--- src/rtl/tmd_pkg.sv ---
// Package: shared sizing helpers for the multiplexer-tree decoder.
// Assumes: the level counts passed in are small (below 31).
package tmd_pkg;

    // Number of thermometer bits held by a segment that still has 'levels' bits to resolve.
    function automatic int unsigned seg_width(input int unsigned levels);
        return (32'd1 << levels) - 32'd1;
    endfunction

    // Index of the middle bit of a segment that still has 'levels' bits to resolve.
    function automatic int unsigned mid_index(input int unsigned levels);
        return (32'd1 << (levels - 32'd1)) - 32'd1;
    endfunction

endpackage

--- src/rtl/tmd_mux2.sv ---
// Module: a single 2:1 multiplexer cell. This is the only logic element in the tree.
// Assumes: sel is a settled comparator-derived bit.
module tmd_mux2 (
    input  logic sel,
    input  logic in0,
    input  logic in1,
    output logic y
);

    // Pass in1 when sel is high, otherwise pass in0.
    always_comb begin
        y = sel ? in1 : in0;
    end

endmodule

--- src/rtl/tmd_split_level.sv ---
// Module: one level of the tree. It emits the middle bit of its segment and forwards
//   either the upper or the lower half of the segment, selected by that bit.
// Assumes: SEG_W = 2^L-1 with L >= 2, so that both halves hold (SEG_W-1)/2 bits.
module tmd_split_level #(
    parameter int unsigned SEG_W = 15
) (
    input  logic [SEG_W-1:0]         seg_i,
    output logic                     bit_o,
    output logic [(SEG_W-1)/2-1:0]   half_o
);

    localparam int unsigned HALF_W = (SEG_W - 1) / 2;
    localparam int unsigned UP_LO  = HALF_W + 1;

    // Take the middle comparator of this segment as the bit for this level.
    always_comb begin
        bit_o = seg_i[HALF_W];
    end

    // One mux cell per forwarded bit: lower-half bit j or upper-half bit j.
    for (genvar j = 0; j < HALF_W; j++) begin : g_cell
        tmd_mux2 i_cell (
            .sel (bit_o),
            .in0 (seg_i[j]),
            .in1 (seg_i[UP_LO + j]),
            .y   (half_o[j])
        );
    end

    logic seg_clean;
    logic half_clean;

    // Classify the incoming segment and the forwarded half as clean thermometer words.
    always_comb begin
        seg_clean  = ((seg_i & (seg_i + 1'b1)) == '0);
        half_clean = ((half_o & (half_o + 1'b1)) == '0);
    end

    // A clean segment must give a clean half, and the half must be the chosen side.
    always_comb begin
        if (seg_clean) begin
            AST_HALF_STAYS_CLEAN: assert (half_clean);
        end
        if (seg_clean && !bit_o) begin
            AST_UPPER_EMPTY_WHEN_LOW: assert (seg_i[SEG_W-1:UP_LO] == '0);
        end
    end

endmodule

--- src/rtl/tmd_out_stage.sv ---
// Module: optional output register. With USE_REG=1 the code is captured on the rising
//   edge and cleared by a synchronous active-low reset; with USE_REG=0 it is a plain wire.
// Assumes: d_i settles within one clock period when the register is used.
module tmd_out_stage #(
    parameter int unsigned W       = 4,
    parameter bit          USE_REG = 1'b1
) (
    input  logic         clk,
    input  logic         rst_n,
    input  logic [W-1:0] d_i,
    output logic [W-1:0] q_o
);

    if (USE_REG) begin : g_reg
        logic [W-1:0] q_r;

        // Capture the decoded code each edge, or clear it while reset is low.
        always_ff @(posedge clk) begin
            if (!rst_n) begin
                q_r <= '0;
            end else begin
                q_r <= d_i;
            end
        end

        assign q_o = q_r;

        AST_RESET_CLEARS: assert property (@(posedge clk) !rst_n |=> q_o == '0);
        AST_ONE_EDGE_LATENCY: assert property (@(posedge clk) disable iff (!rst_n)
            $past(rst_n) |-> q_o == $past(d_i));
    end else begin : g_wire
        assign q_o = d_i;
    end

endmodule

--- src/rtl/therm_mux_decoder.sv ---
// Module: thermometer-to-binary decoder built as a 2:1 multiplexer tree, one level per
//   output bit, with an optional output register.
// Assumes: OUT_W >= 1; bubbles are not corrected, so the result follows the path bits only.
module therm_mux_decoder #(
    parameter int unsigned OUT_W   = 4,
    parameter bit          REG_OUT = 1'b1
) (
    input  logic                                  clk,
    input  logic                                  rst_n,
    input  logic [tmd_pkg::seg_width(OUT_W)-1:0]  therm_i,
    output logic [OUT_W-1:0]                      bin_o
);

    localparam int unsigned TW  = tmd_pkg::seg_width(OUT_W);
    localparam int unsigned MID = tmd_pkg::mid_index(OUT_W);

    logic [OUT_W-1:0] dec;

    if (OUT_W == 1) begin : g_single
        // A one-bit result is the single comparator itself.
        assign dec = therm_i;
    end else begin : g_tree
        for (genvar i = 0; i < OUT_W - 1; i++) begin : g_lvl
            localparam int unsigned SW = tmd_pkg::seg_width(OUT_W - i);
            localparam int unsigned HW = (SW - 1) / 2;
            logic [SW-1:0] seg_in;
            logic [HW-1:0] half_sel;

            if (i == 0) begin : g_first
                assign seg_in = therm_i;
            end else begin : g_next
                assign seg_in = g_lvl[i-1].half_sel;
            end

            tmd_split_level #(.SEG_W(SW)) i_level (
                .seg_i  (seg_in),
                .bit_o  (dec[OUT_W-1-i]),
                .half_o (half_sel)
            );
        end

        // The last remaining bit after all selections is the least significant bit.
        assign dec[0] = g_lvl[OUT_W-2].half_sel[0];
    end

    tmd_out_stage #(.W(OUT_W), .USE_REG(REG_OUT)) i_out (
        .clk   (clk),
        .rst_n (rst_n),
        .d_i   (dec),
        .q_o   (bin_o)
    );

    logic in_clean;

    // Flag inputs that form a clean thermometer word.
    always_comb begin
        in_clean = ((therm_i & (therm_i + 1'b1)) == '0);
    end

    // Cross-check the tree against an independent ones count and the end points.
    always_comb begin
        if (in_clean) begin
            AST_CLEAN_EQUALS_COUNT: assert (dec == OUT_W'($countones(therm_i)));
        end
        if (therm_i == '0) begin
            AST_ZERO_IN_ZERO_OUT: assert (dec == '0);
        end
        if (therm_i == {TW{1'b1}}) begin
            AST_FULL_IN_FULL_OUT: assert (dec == {OUT_W{1'b1}});
        end
    end

    if (REG_OUT) begin : g_chk_reg
        AST_MSB_FROM_MIDDLE: assert property (@(posedge clk) disable iff (!rst_n)
            $past(rst_n) |-> bin_o[OUT_W-1] == $past(therm_i[MID]));
    end

endmodule

--- config.mk ---
export PLATFORM = sky130hd
export DESIGN_NAME = therm_mux_decoder
export DESIGN_NICKNAME = d
export VERILOG_FILES = /design/src/rtl/tmd_pkg.sv /design/src/rtl/tmd_mux2.sv /design/src/rtl/tmd_split_level.sv /design/src/rtl/tmd_out_stage.sv /design/src/rtl/therm_mux_decoder.sv
export SDC_FILE = /design/constraint.sdc
export NUM_CORES = 1
export LEC_CHECK = 0
export ABC_CLOCK_PERIOD_IN_PS = 2000
export BUFFER_PORTS_ARGS = -buffer_cell sky130_fd_sc_hd__buf_2
export CELL_PAD_IN_SITES_DETAIL_PLACEMENT = 2
export CELL_PAD_IN_SITES_GLOBAL_PLACEMENT = 2
export CORE_MARGIN = 5
export CORE_UTILIZATION = 22
export CTS_BUF_LIST = sky130_fd_sc_hd__clkbuf_4 sky130_fd_sc_hd__clkbuf_8
export DETAILED_ROUTE_END_ITERATION = 6
export PLACE_DENSITY_LB_ADDON = 0.1
export SLEW_MARGIN = 5
export SYNTH_ARGS = -nofsm -noshare
export SYNTH_HDL_FRONTEND = slang
export SYNTH_HIERARCHICAL = 1
export SYNTH_SLANG_ARGS = --single-unit
--- constraint.sdc ---
create_clock -name clk -period 2 [get_ports clk]
set_clock_uncertainty 0.2 [all_clocks]
set_input_delay 0.4 -clock clk [delete_from_list [all_inputs] [get_ports clk]]
set_output_delay 0.4 -clock clk [all_outputs]
set_load 0.02 [all_outputs]
==> impl_metrics.json, run 1 <==
{
  "cts_buffers": 3,
  "netlist_area_um2": 293,
  "grt_start_max_net_pins": 8,
  "post-route-period-util_pct": 89.0,
  "status": "completed",
  "period_needed_ns": 1.78,
  "maxCapViolCount": 0,
  "finalMaxSlewViolations": 0,
  "finalWirelength_um": 590,
  "peakVddDrop_uv": 129,
  "critPathMaxFanout": 7,
  "die_y_um": 46.5,
  "cts_setup_buffers": 0,
  "wl_per_cell_um": 10.0,
  "htree_num_levels": 1,
  "layout-drive-gt1-share_pct": 81.8,
  "slew_headroom_pct": 88.1,
  "die_area_um2": 2160,
  "pin_count": 21,
  "via_per_inst": 4.27,
  "max_slew.worst_pin.slew_ns": 0.178,
  "synthDistinctLibCells": 4,
  "p_leak_nw": 0.240,
  "antenna_found_initial": 0,
  "yosys_warnings": 6,
  "clk_pin_slew_ns": 0.04,
  "post-dp-hpwl_um": 567,
  "ant_nets": 0,
  "setup_violations": 0,
  "gp_congestion": 0.650,
  "synth.avg_cell_area_um2": 13.3,
  "startpoint_type": "input pin",
  "dp_cells": 56,
  "die_w_um": 46.5,
  "hp-class": "in -> reg",
  "drtPass1Iterations": 2,
  "p_total_mw": 0.266,
  "cts_hold_buf": 0,
  "p_per_area_nw_per_um2": 623,
  "arrival_ns": 1.70,
  "first_global_vias": 280,
  "ys_seq_area_share_pct": 27.4,
  "clkSinkCount": 4,
  "fin_nets": 63,
  "rsz0062_at_grt": "false",
  "hold_viol_final": 0,
  "root_buffer": "clkbuf_4",
  "grt_pass1_wl_um": 897,
  "cts_resized": 0,
  "largest_reg_flops": 4,
  "synth-seq-cells": 4,
  "synth_fp_nets": 39,
  "rows": 13,
  "area_growth_pct": 45.7,
  "clk_path_buf_depth": 2,
  "start_util_pct": 22.8,
  "setup-tns-final_ns": 0,
  "portBuffers": 20,
  "cp-end-kind": "register",
  "syn_inst": 22,
  "route.detailed.drc": 0,
  "first_iter_violations": 1,
  "cts_tree": "done",
  "gr-total-overflow": 0,
  "via_count": 252,
  "timing.fmax_mhz": 562,
  "n_antenna_cell": 0,
  "grt.total_usage_pct": 6.47,
  "core_um2": 1280,
  "final_cells": 59,
  "crit_required_ns": 1.92,
  "critical_path_class": "in -> reg"
}
==> power by group <==
part           switching (mW)  total (mW)  internal [mW]
logic                  0.0283      0.0812         0.0529
registers             0.00125      0.0880         0.0867
clock network          0.0299      0.0968         0.0669
==> stage by stage <==
step	area, um2	worst slack (ns)	hold WS (ns)	utilization [%]
4_1_cts	427	0.212	0.204	33.2
2_1_floorplan	293	0.231	0.322	-
6_report	427	0.219	0.208	33.2
5_1_grt	427	0.175	0.229	33.2
3_5_place_dp	404	-0.0368	0.447	31.5
3_3_place_gp	404	-0.0181	0.440	31.5
==> placed cells by master, fill, tap and decap left out <==
cell,instances
clkbuf_4,3
buf_2,20
buf_4,2
dfxtp_1,4
and2_1,4
mux2_4,11
==> logic make-up after synthesis <==
| family | synth area share [%] |
|---|---|
| AND/OR/NAND/NOR | 8.55 |
| buffers and inverters | 7.69 |
| flip-flops | 27.4 |
| multiplexers | 56.4 |
==> cells in the mapped netlist (all sizes together) <==
cell | count | area share [%]
dfxtp | 4 | 27
mux2 | 11 | 56
buf | 3 | 7.7
and2 | 4 | 8.5
==> per-layer routing <==
| layer | global-route usage, % | part of all wire, % | vias up | routed length, um |
|---|---|---|---|---|
| met5 | 0 | 0 | - | 0 |
| met4 | 8.52 | 1.4 | 0 | 8 |
| met3 | 3.13 | 18 | 2 | 107 |
| met2 | 10.2 | 41 | 21 | 241 |
| met1 | 5.03 | 39 | 111 | 231 |
| li1 | - | - | 118 | - |
==> worst paths after layout <==
check | start | to | slack, ns | cells past startpoint
worst min-delay path | rst_n | i_out/q_o[0]$_SDFF_PN0_ | 0.21 | 2
worst max-delay path | therm_i[7] | i_out/q_o[0]$_SDFF_PN0_ | 0.22 | 6
==> worst max-delay path, cell delays in order <==
cell    delay, ns
buf_2        0.19
buf_4        0.15
mux2_4       0.29
mux2_4       0.27
mux2_4       0.26
and2_1       0.15
==> area by class of cell <==
| type | count | area [um2] |
|---|---|---|
| Fill cell | 155 | 858 |
| Clock buffer | 3 | 22.5 |
| Multi-Input combinational cell | 15 | 190 |
| Timing Repair Buffer | 22 | 115 |
| Tap cell | 15 | 18.8 |
| Sequential cell | 4 | 80.1 |
(Power assumes the default switching activity.)
==> run 2, diff against run 1 <==
--- a/config.mk
+++ b/config.mk
@@ -5,12 +5,13 @@
 export SDC_FILE = /design/constraint.sdc
 export NUM_CORES = 1
 export LEC_CHECK = 0
+export ABC_AREA = 1
 export ABC_CLOCK_PERIOD_IN_PS = 2000
 export BUFFER_PORTS_ARGS = -buffer_cell sky130_fd_sc_hd__buf_2
 export CELL_PAD_IN_SITES_DETAIL_PLACEMENT = 2
 export CELL_PAD_IN_SITES_GLOBAL_PLACEMENT = 2
 export CORE_MARGIN = 5
-export CORE_UTILIZATION = 22
+export CORE_UTILIZATION = 17
 export CTS_BUF_LIST = sky130_fd_sc_hd__clkbuf_4 sky130_fd_sc_hd__clkbuf_8
 export DETAILED_ROUTE_END_ITERATION = 6
 export PLACE_DENSITY_LB_ADDON = 0.1
==> impl_metrics.json, run 2 <==
{
  "p_leak_nw": 0.326,
  "synth_top_area_share_pct": 46.6,
  "peakVddDrop_uv": 93.2,
  "synthDistinctLibCells": 4,
  "post-dp-hpwl_um": 748,
  "grt.total_usage_pct": 7.22,
  "clk_path_buf_depth": 2,
  "finalWirelength_um": 842,
  "final_common_cell": "nand2_1",
  "cts_setup_buffers": 0,
  "synth_fp_nets": 76,
  "maxCapViolCount": 0,
  "synth_edf_count": 0,
  "netlist_area_um2": 298,
  "hold_viol_final": 0,
  "layout-drive-gt1-share_pct": 30.0,
  "setup_ws_ns": 0.664,
  "portBuffers": 20,
  "cts_tree": "done",
  "p_per_area_nw_per_um2": 595,
  "core_um2": 1690,
  "arrival_ns": 1.26,
  "via_count": 386,
  "wl_per_cell_um": 8.68,
  "htree_num_levels": 1,
  "netlist_top_cells_area": "nand2_1 (47%), dfxtp_1 (27%), inv_1 (19%)",
  "status": "completed",
  "die_area_um2": 2690,
  "ys_seq_area_share_pct": 26.9,
  "fin_nets": 99,
  "crit_required_ns": 1.93,
  "slew_headroom_pct": 84.5,
  "area_growth_pct": 43.3,
  "first_global_vias": 387,
  "clk_pin_slew_ns": 0.03,
  "syn_inst": 59,
  "timing.fmax_mhz": 749,
  "start_util_pct": 17.6,
  "gp_congestion": 0.608,
  "die_w_um": 51.9,
  "p_total_mw": 0.254,
  "route.detailed.drc": 0,
  "setup_violations": 0,
  "die_y_um": 51.9,
  "drtPass1Iterations": 2,
  "rows": 15,
  "post-route-period-util_pct": 66.8,
  "synth_commonest_cells": "nand2_1 (37), inv_1 (15), dfxtp_1 (4)",
  "root_buffer": "clkbuf_4",
  "critical_path_class": "in -> reg",
  "synth-seq-cells": 4,
  "period_needed_ns": 1.34,
  "synth.avg_cell_area_um2": 5.05,
  "ant_nets": 0,
  "cts_hold_buf": 0,
  "rsz0062_at_grt": "false",
  "setup-tns-final_ns": 0,
  "async_flop_share_pct": 0,
  "clkSinkCount": 4,
  "gr-total-overflow": 0,
  "finalMaxSlewViolations": 0,
  "cp-end-kind": "register",
  "n_antenna_cell": 0,
  "grt_start_max_net_pins": 10,
  "yosys_warnings": 6,
  "cts_buffers": 3,
  "synth_most_common_cell": "nand2_1",
  "startpoint_type": "input pin",
  "via_per_inst": 3.98,
  "first_iter_violations": 5,
  "synth_top_area_cell": "nand2_1",
  "pin_count": 21,
  "hp-class": "in -> reg",
  "final_cell_mix": "nand2_1 (37), buf_2 (20), inv_1 (15), dfxtp_1 (4), clkbuf_4 (3)",
  "cts_resized": 0,
  "max_slew.worst_pin.slew_ns": 0.231,
  "antenna_found_initial": 0,
  "grt_pass1_wl_um": 1400,
  "synthFlopType": "dfxtp_1",
  "largest_reg_flops": 4,
  "post-place-ws_ns": 0.364,
  "critPathMaxFanout": 7,
  "whs_ns": 0.198
}
[run 2: critical path, stage by stage]
cell     delay, ns
buf_2         0.15
inv_1         0.05
nand2_1       0.05
nand2_1       0.15
inv_1         0.09
nand2_1       0.05
nand2_1       0.09
inv_1         0.05
nand2_1       0.05
nand2_1       0.04
nand2_1       0.05
inv_1         0.03
[run 2: area by class of cell]
cell class | instances | area (um2)
fillers | 228 | 1260
multi-input cells | 37 | 139
repair buffers | 21 | 108
flip-flops and latches | 4 | 80.1
inverters | 15 | 56.3
clock buffers | 3 | 22.5
well taps | 17 | 21.3
[run 2: power breakdown]
part,switching (mW),internal [mW]
clock network,0.0304,0.0669
logic,0.0397,0.0293
registers,0.00112,0.0863
[run 2: logic make-up after synthesis]
logic type	count (synthesis)	share of synthesized area [%]
flip-flops	4	26.9
buffers and inverters	18	26.5
AND/OR/NAND/NOR	37	46.6
[run 2: worst paths after layout]
check | endpoint | cells after the start | slack (ns) | from
max | i_out/q_o[0]$_SDFF_PN0_ | 12 | 0.66 | therm_i[7]
min | i_out/q_o[0]$_SDFF_PN0_ | 3 | 0.20 | rst_n
[run 2: layer usage]
layer	GRT usage [%]	up-vias	wire (um)
li1	-	201	-
met2	13.6	11	459
met5	0	-	0
met4	6.55	0	0
met3	0.860	0	58
met1	6.56	174	324
[run 2: stage by stage]
step	utilization (%)	instance area, um2	instances
after floorplan	-	298	59
after global placement	23.9	404	94
after detailed placement	23.9	404	94
after CTS	25.3	427	97
after global routing	25.3	427	97
final	25.3	427	97
==> run 3, diff against run 2 <==
--- a/config.mk
+++ b/config.mk
@@ -5,13 +5,13 @@
 export SDC_FILE = /design/constraint.sdc
 export NUM_CORES = 1
 export LEC_CHECK = 0
-export ABC_AREA = 1
-export ABC_CLOCK_PERIOD_IN_PS = 2000
+export ABC_AREA = 0
+export ABC_CLOCK_PERIOD_IN_PS = 1200
 export BUFFER_PORTS_ARGS = -buffer_cell sky130_fd_sc_hd__buf_2
 export CELL_PAD_IN_SITES_DETAIL_PLACEMENT = 2
 export CELL_PAD_IN_SITES_GLOBAL_PLACEMENT = 2
 export CORE_MARGIN = 5
-export CORE_UTILIZATION = 17
+export CORE_UTILIZATION = 20
 export CTS_BUF_LIST = sky130_fd_sc_hd__clkbuf_4 sky130_fd_sc_hd__clkbuf_8
 export DETAILED_ROUTE_END_ITERATION = 6
 export PLACE_DENSITY_LB_ADDON = 0.1
==> constraint.sdc (replaced) <==
create_clock -name clk -period 1.2 [get_ports clk]
set_clock_uncertainty 0.2 [all_clocks]
set_input_delay 0.24 -clock clk [delete_from_list [all_inputs] [get_ports clk]]
set_output_delay 0.24 -clock clk [all_outputs]
set_load 0.02 [all_outputs]
==> impl_metrics.json, run 3 (synthesized netlist as in run 1, its figures left out) <==
{
  "route.detailed.drc": 0,
  "cts_setup_buffers": 0,
  "critical_path.cell_chain": "buf_12 > mux2_4 > mux2_4 > mux2_4 > and2_4",
  "start_util_pct": 21.7,
  "via_count": 242,
  "fin_area_um2": 448,
  "grt.total_usage_pct": 8.08,
  "internal_power_mw": 0.354,
  "slowest_stage": "mux2_4",
  "clk_path_buf_depth": 2,
  "grt_start_max_net_pins": 7,
  "hp-class": "in -> reg",
  "cp-end-kind": "register",
  "switchingPower_mw": 0.105,
  "grt_pass1_wl_um": 1210,
  "portBuffers": 20,
  "critPathMaxFanout": 6,
  "cp.buffers_inverters": 1,
  "p_leak_nw": 0.248,
  "gr-total-overflow": 0,
  "pwr-share-clk_pct": 35.6,
  "p_sw_share_pct": 22.9,
  "fill_cells": 151,
  "clkSinkCount": 4,
  "first_iter_violations": 1,
  "gp_congestion": 0.639,
  "p_seq_share_pct": 31.9,
  "slew_headroom_pct": 92.7,
  "startpoint_type": "input pin",
  "root_buffer": "clkbuf_4",
  "hold_depth": 2,
  "critical_path_class": "in -> reg",
  "die_area_um2": 2330,
  "cts_hold_buf": 0,
  "die_w_um": 48.3,
  "pin_count": 21,
  "comb_power_share_pct": 32.4,
  "p_per_area_nw_per_um2": 1020,
  "status": "finished with violations",
  "hold_viol_final": 0,
  "final_common_cell": "buf_2",
  "crit_top_cell": "mux2_4",
  "layout-drive-gt1-share_pct": 84.1,
  "crit_required_ns": 1.13,
  "post-place-ws_ns": -0.654,
  "crit_path_end": "i_out/q_o[0]$_SDFF_PN0_",
  "slowest_delay_ns": 0.33,
  "maxCapViolCount": 0,
  "largest_reg_flops": 4,
  "max_slew.worst_pin.slew_ns": 0.110,
  "antenna_found_initial": 0,
  "ant_nets": 0,
  "rows": 13,
  "finalMaxSlewViolations": 0,
  "period_needed_ns": 1.50,
  "via_per_inst": 4.10,
  "startpoint": "therm_i[7]",
  "cts_tree": "done",
  "clk_pin_slew_ns": 0.04,
  "htree_num_levels": 1,
  "violations": "negative setup slack",
  "hp-start": "rst_n",
  "drtPass1Iterations": 3,
  "timing.fmax_mhz": 665,
  "setup_violations": 2,
  "setup_ws_ns": -0.304,
  "first_global_vias": 290,
  "cts_buffers": 3,
  "fin_nets": 63,
  "finalWirelength_um": 716,
  "peakVddDrop_uv": 301,
  "die_y_um": 48.3,
  "n_antenna_cell": 0,
  "postPlaceCellArea_um2": 404,
  "final_cell_mix": "buf_2 (19), mux2_4 (11), dfxtp_1 (4), clkbuf_4 (3), and2_1 (3)",
  "core_um2": 1350,
  "wl_per_cell_um": 12.1,
  "path_delay_family": "multiplexers",
  "post-route-period-util_pct": 125,
  "rsz0062_at_grt": "true",
  "arrival_ns": 1.43,
  "area_growth_pct": 53.0,
  "cp_num_cells": 5
}
[run 3: cell types whose count changed in the layout (fill, tap and decap cells not counted), sizes merged]
cell / previous run / this run
buf: 21 / 22
and2: 0 / 4
nand2: 37 / 0
inv: 15 / 0
mux2: 0 / 11
[run 3: routing by layer]
metal	track usage, %	share of wire [%]	vias up
met4	6.45	0	0
met3	4.06	12	0
met1	8.33	37	107
met2	12.2	50	17
li1	-	-	118
met5	0	0	-
[run 3: worst min path at each step]
stage | end | slack [ns]
4_1_cts | i_out/q_o[1]$_SDFF_PN0_ | 0.06
6_report | i_out/q_o[1]$_SDFF_PN0_ | 0.07
3_5_place_dp | i_out/q_o[1]$_SDFF_PN0_ | 0.30
2_1_floorplan | i_out/q_o[1]$_SDFF_PN0_ | 0.16
3_3_place_gp | i_out/q_o[1]$_SDFF_PN0_ | 0.29
5_1_grt | i_out/q_o[1]$_SDFF_PN0_ | 0.07
[run 3: power by group through the flow]
stage,registers [mW],logic (mW),clock network (mW)
finish,0.147,0.149,0.164
global route,0.148,0.162,0.185
CTS,0.147,0.152,0.173
detailed placement,0.149,0.142,0
global placement,0.149,0.137,0
floorplan,0.163,0.0823,0
[run 3: cell type report]
class	count	area, um2	area share (%)
timing repair buffer	22	134	29.9
multi-input combinational	15	193	43.0
sequential	4	80.1	17.9
tap	15	18.8	4.19
clock buffer	3	22.5	5.03
[run 3: repair_timing]
| item | CTS | global route |
|---|---|---|
| pin swaps | 1 | 0 |
| gates resized for setup | 6 | 0 |
| endpoints found under the setup margin | 2 | 2 |
[run 3: metrics by stage]
| step | setup TNS [ns] | total power, mW | std cells | hold slack (ns) | utilization [%] |
|---|---|---|---|---|---|
| 2_1_floorplan | -0.627 | 0.246 | 22 | 0.162 | - |
| 3_3_place_gp | -0.985 | 0.285 | 56 | 0.288 | 29.9 |
| 3_5_place_dp | -1.07 | 0.291 | 56 | 0.301 | 29.9 |
| 4_1_cts | -0.311 | 0.472 | 59 | 0.0612 | 33.2 |
| 5_1_grt | -0.340 | 0.495 | 59 | 0.0664 | 33.2 |
| 6_report | -0.320 | 0.459 | 59 | 0.0693 | 33.2 |
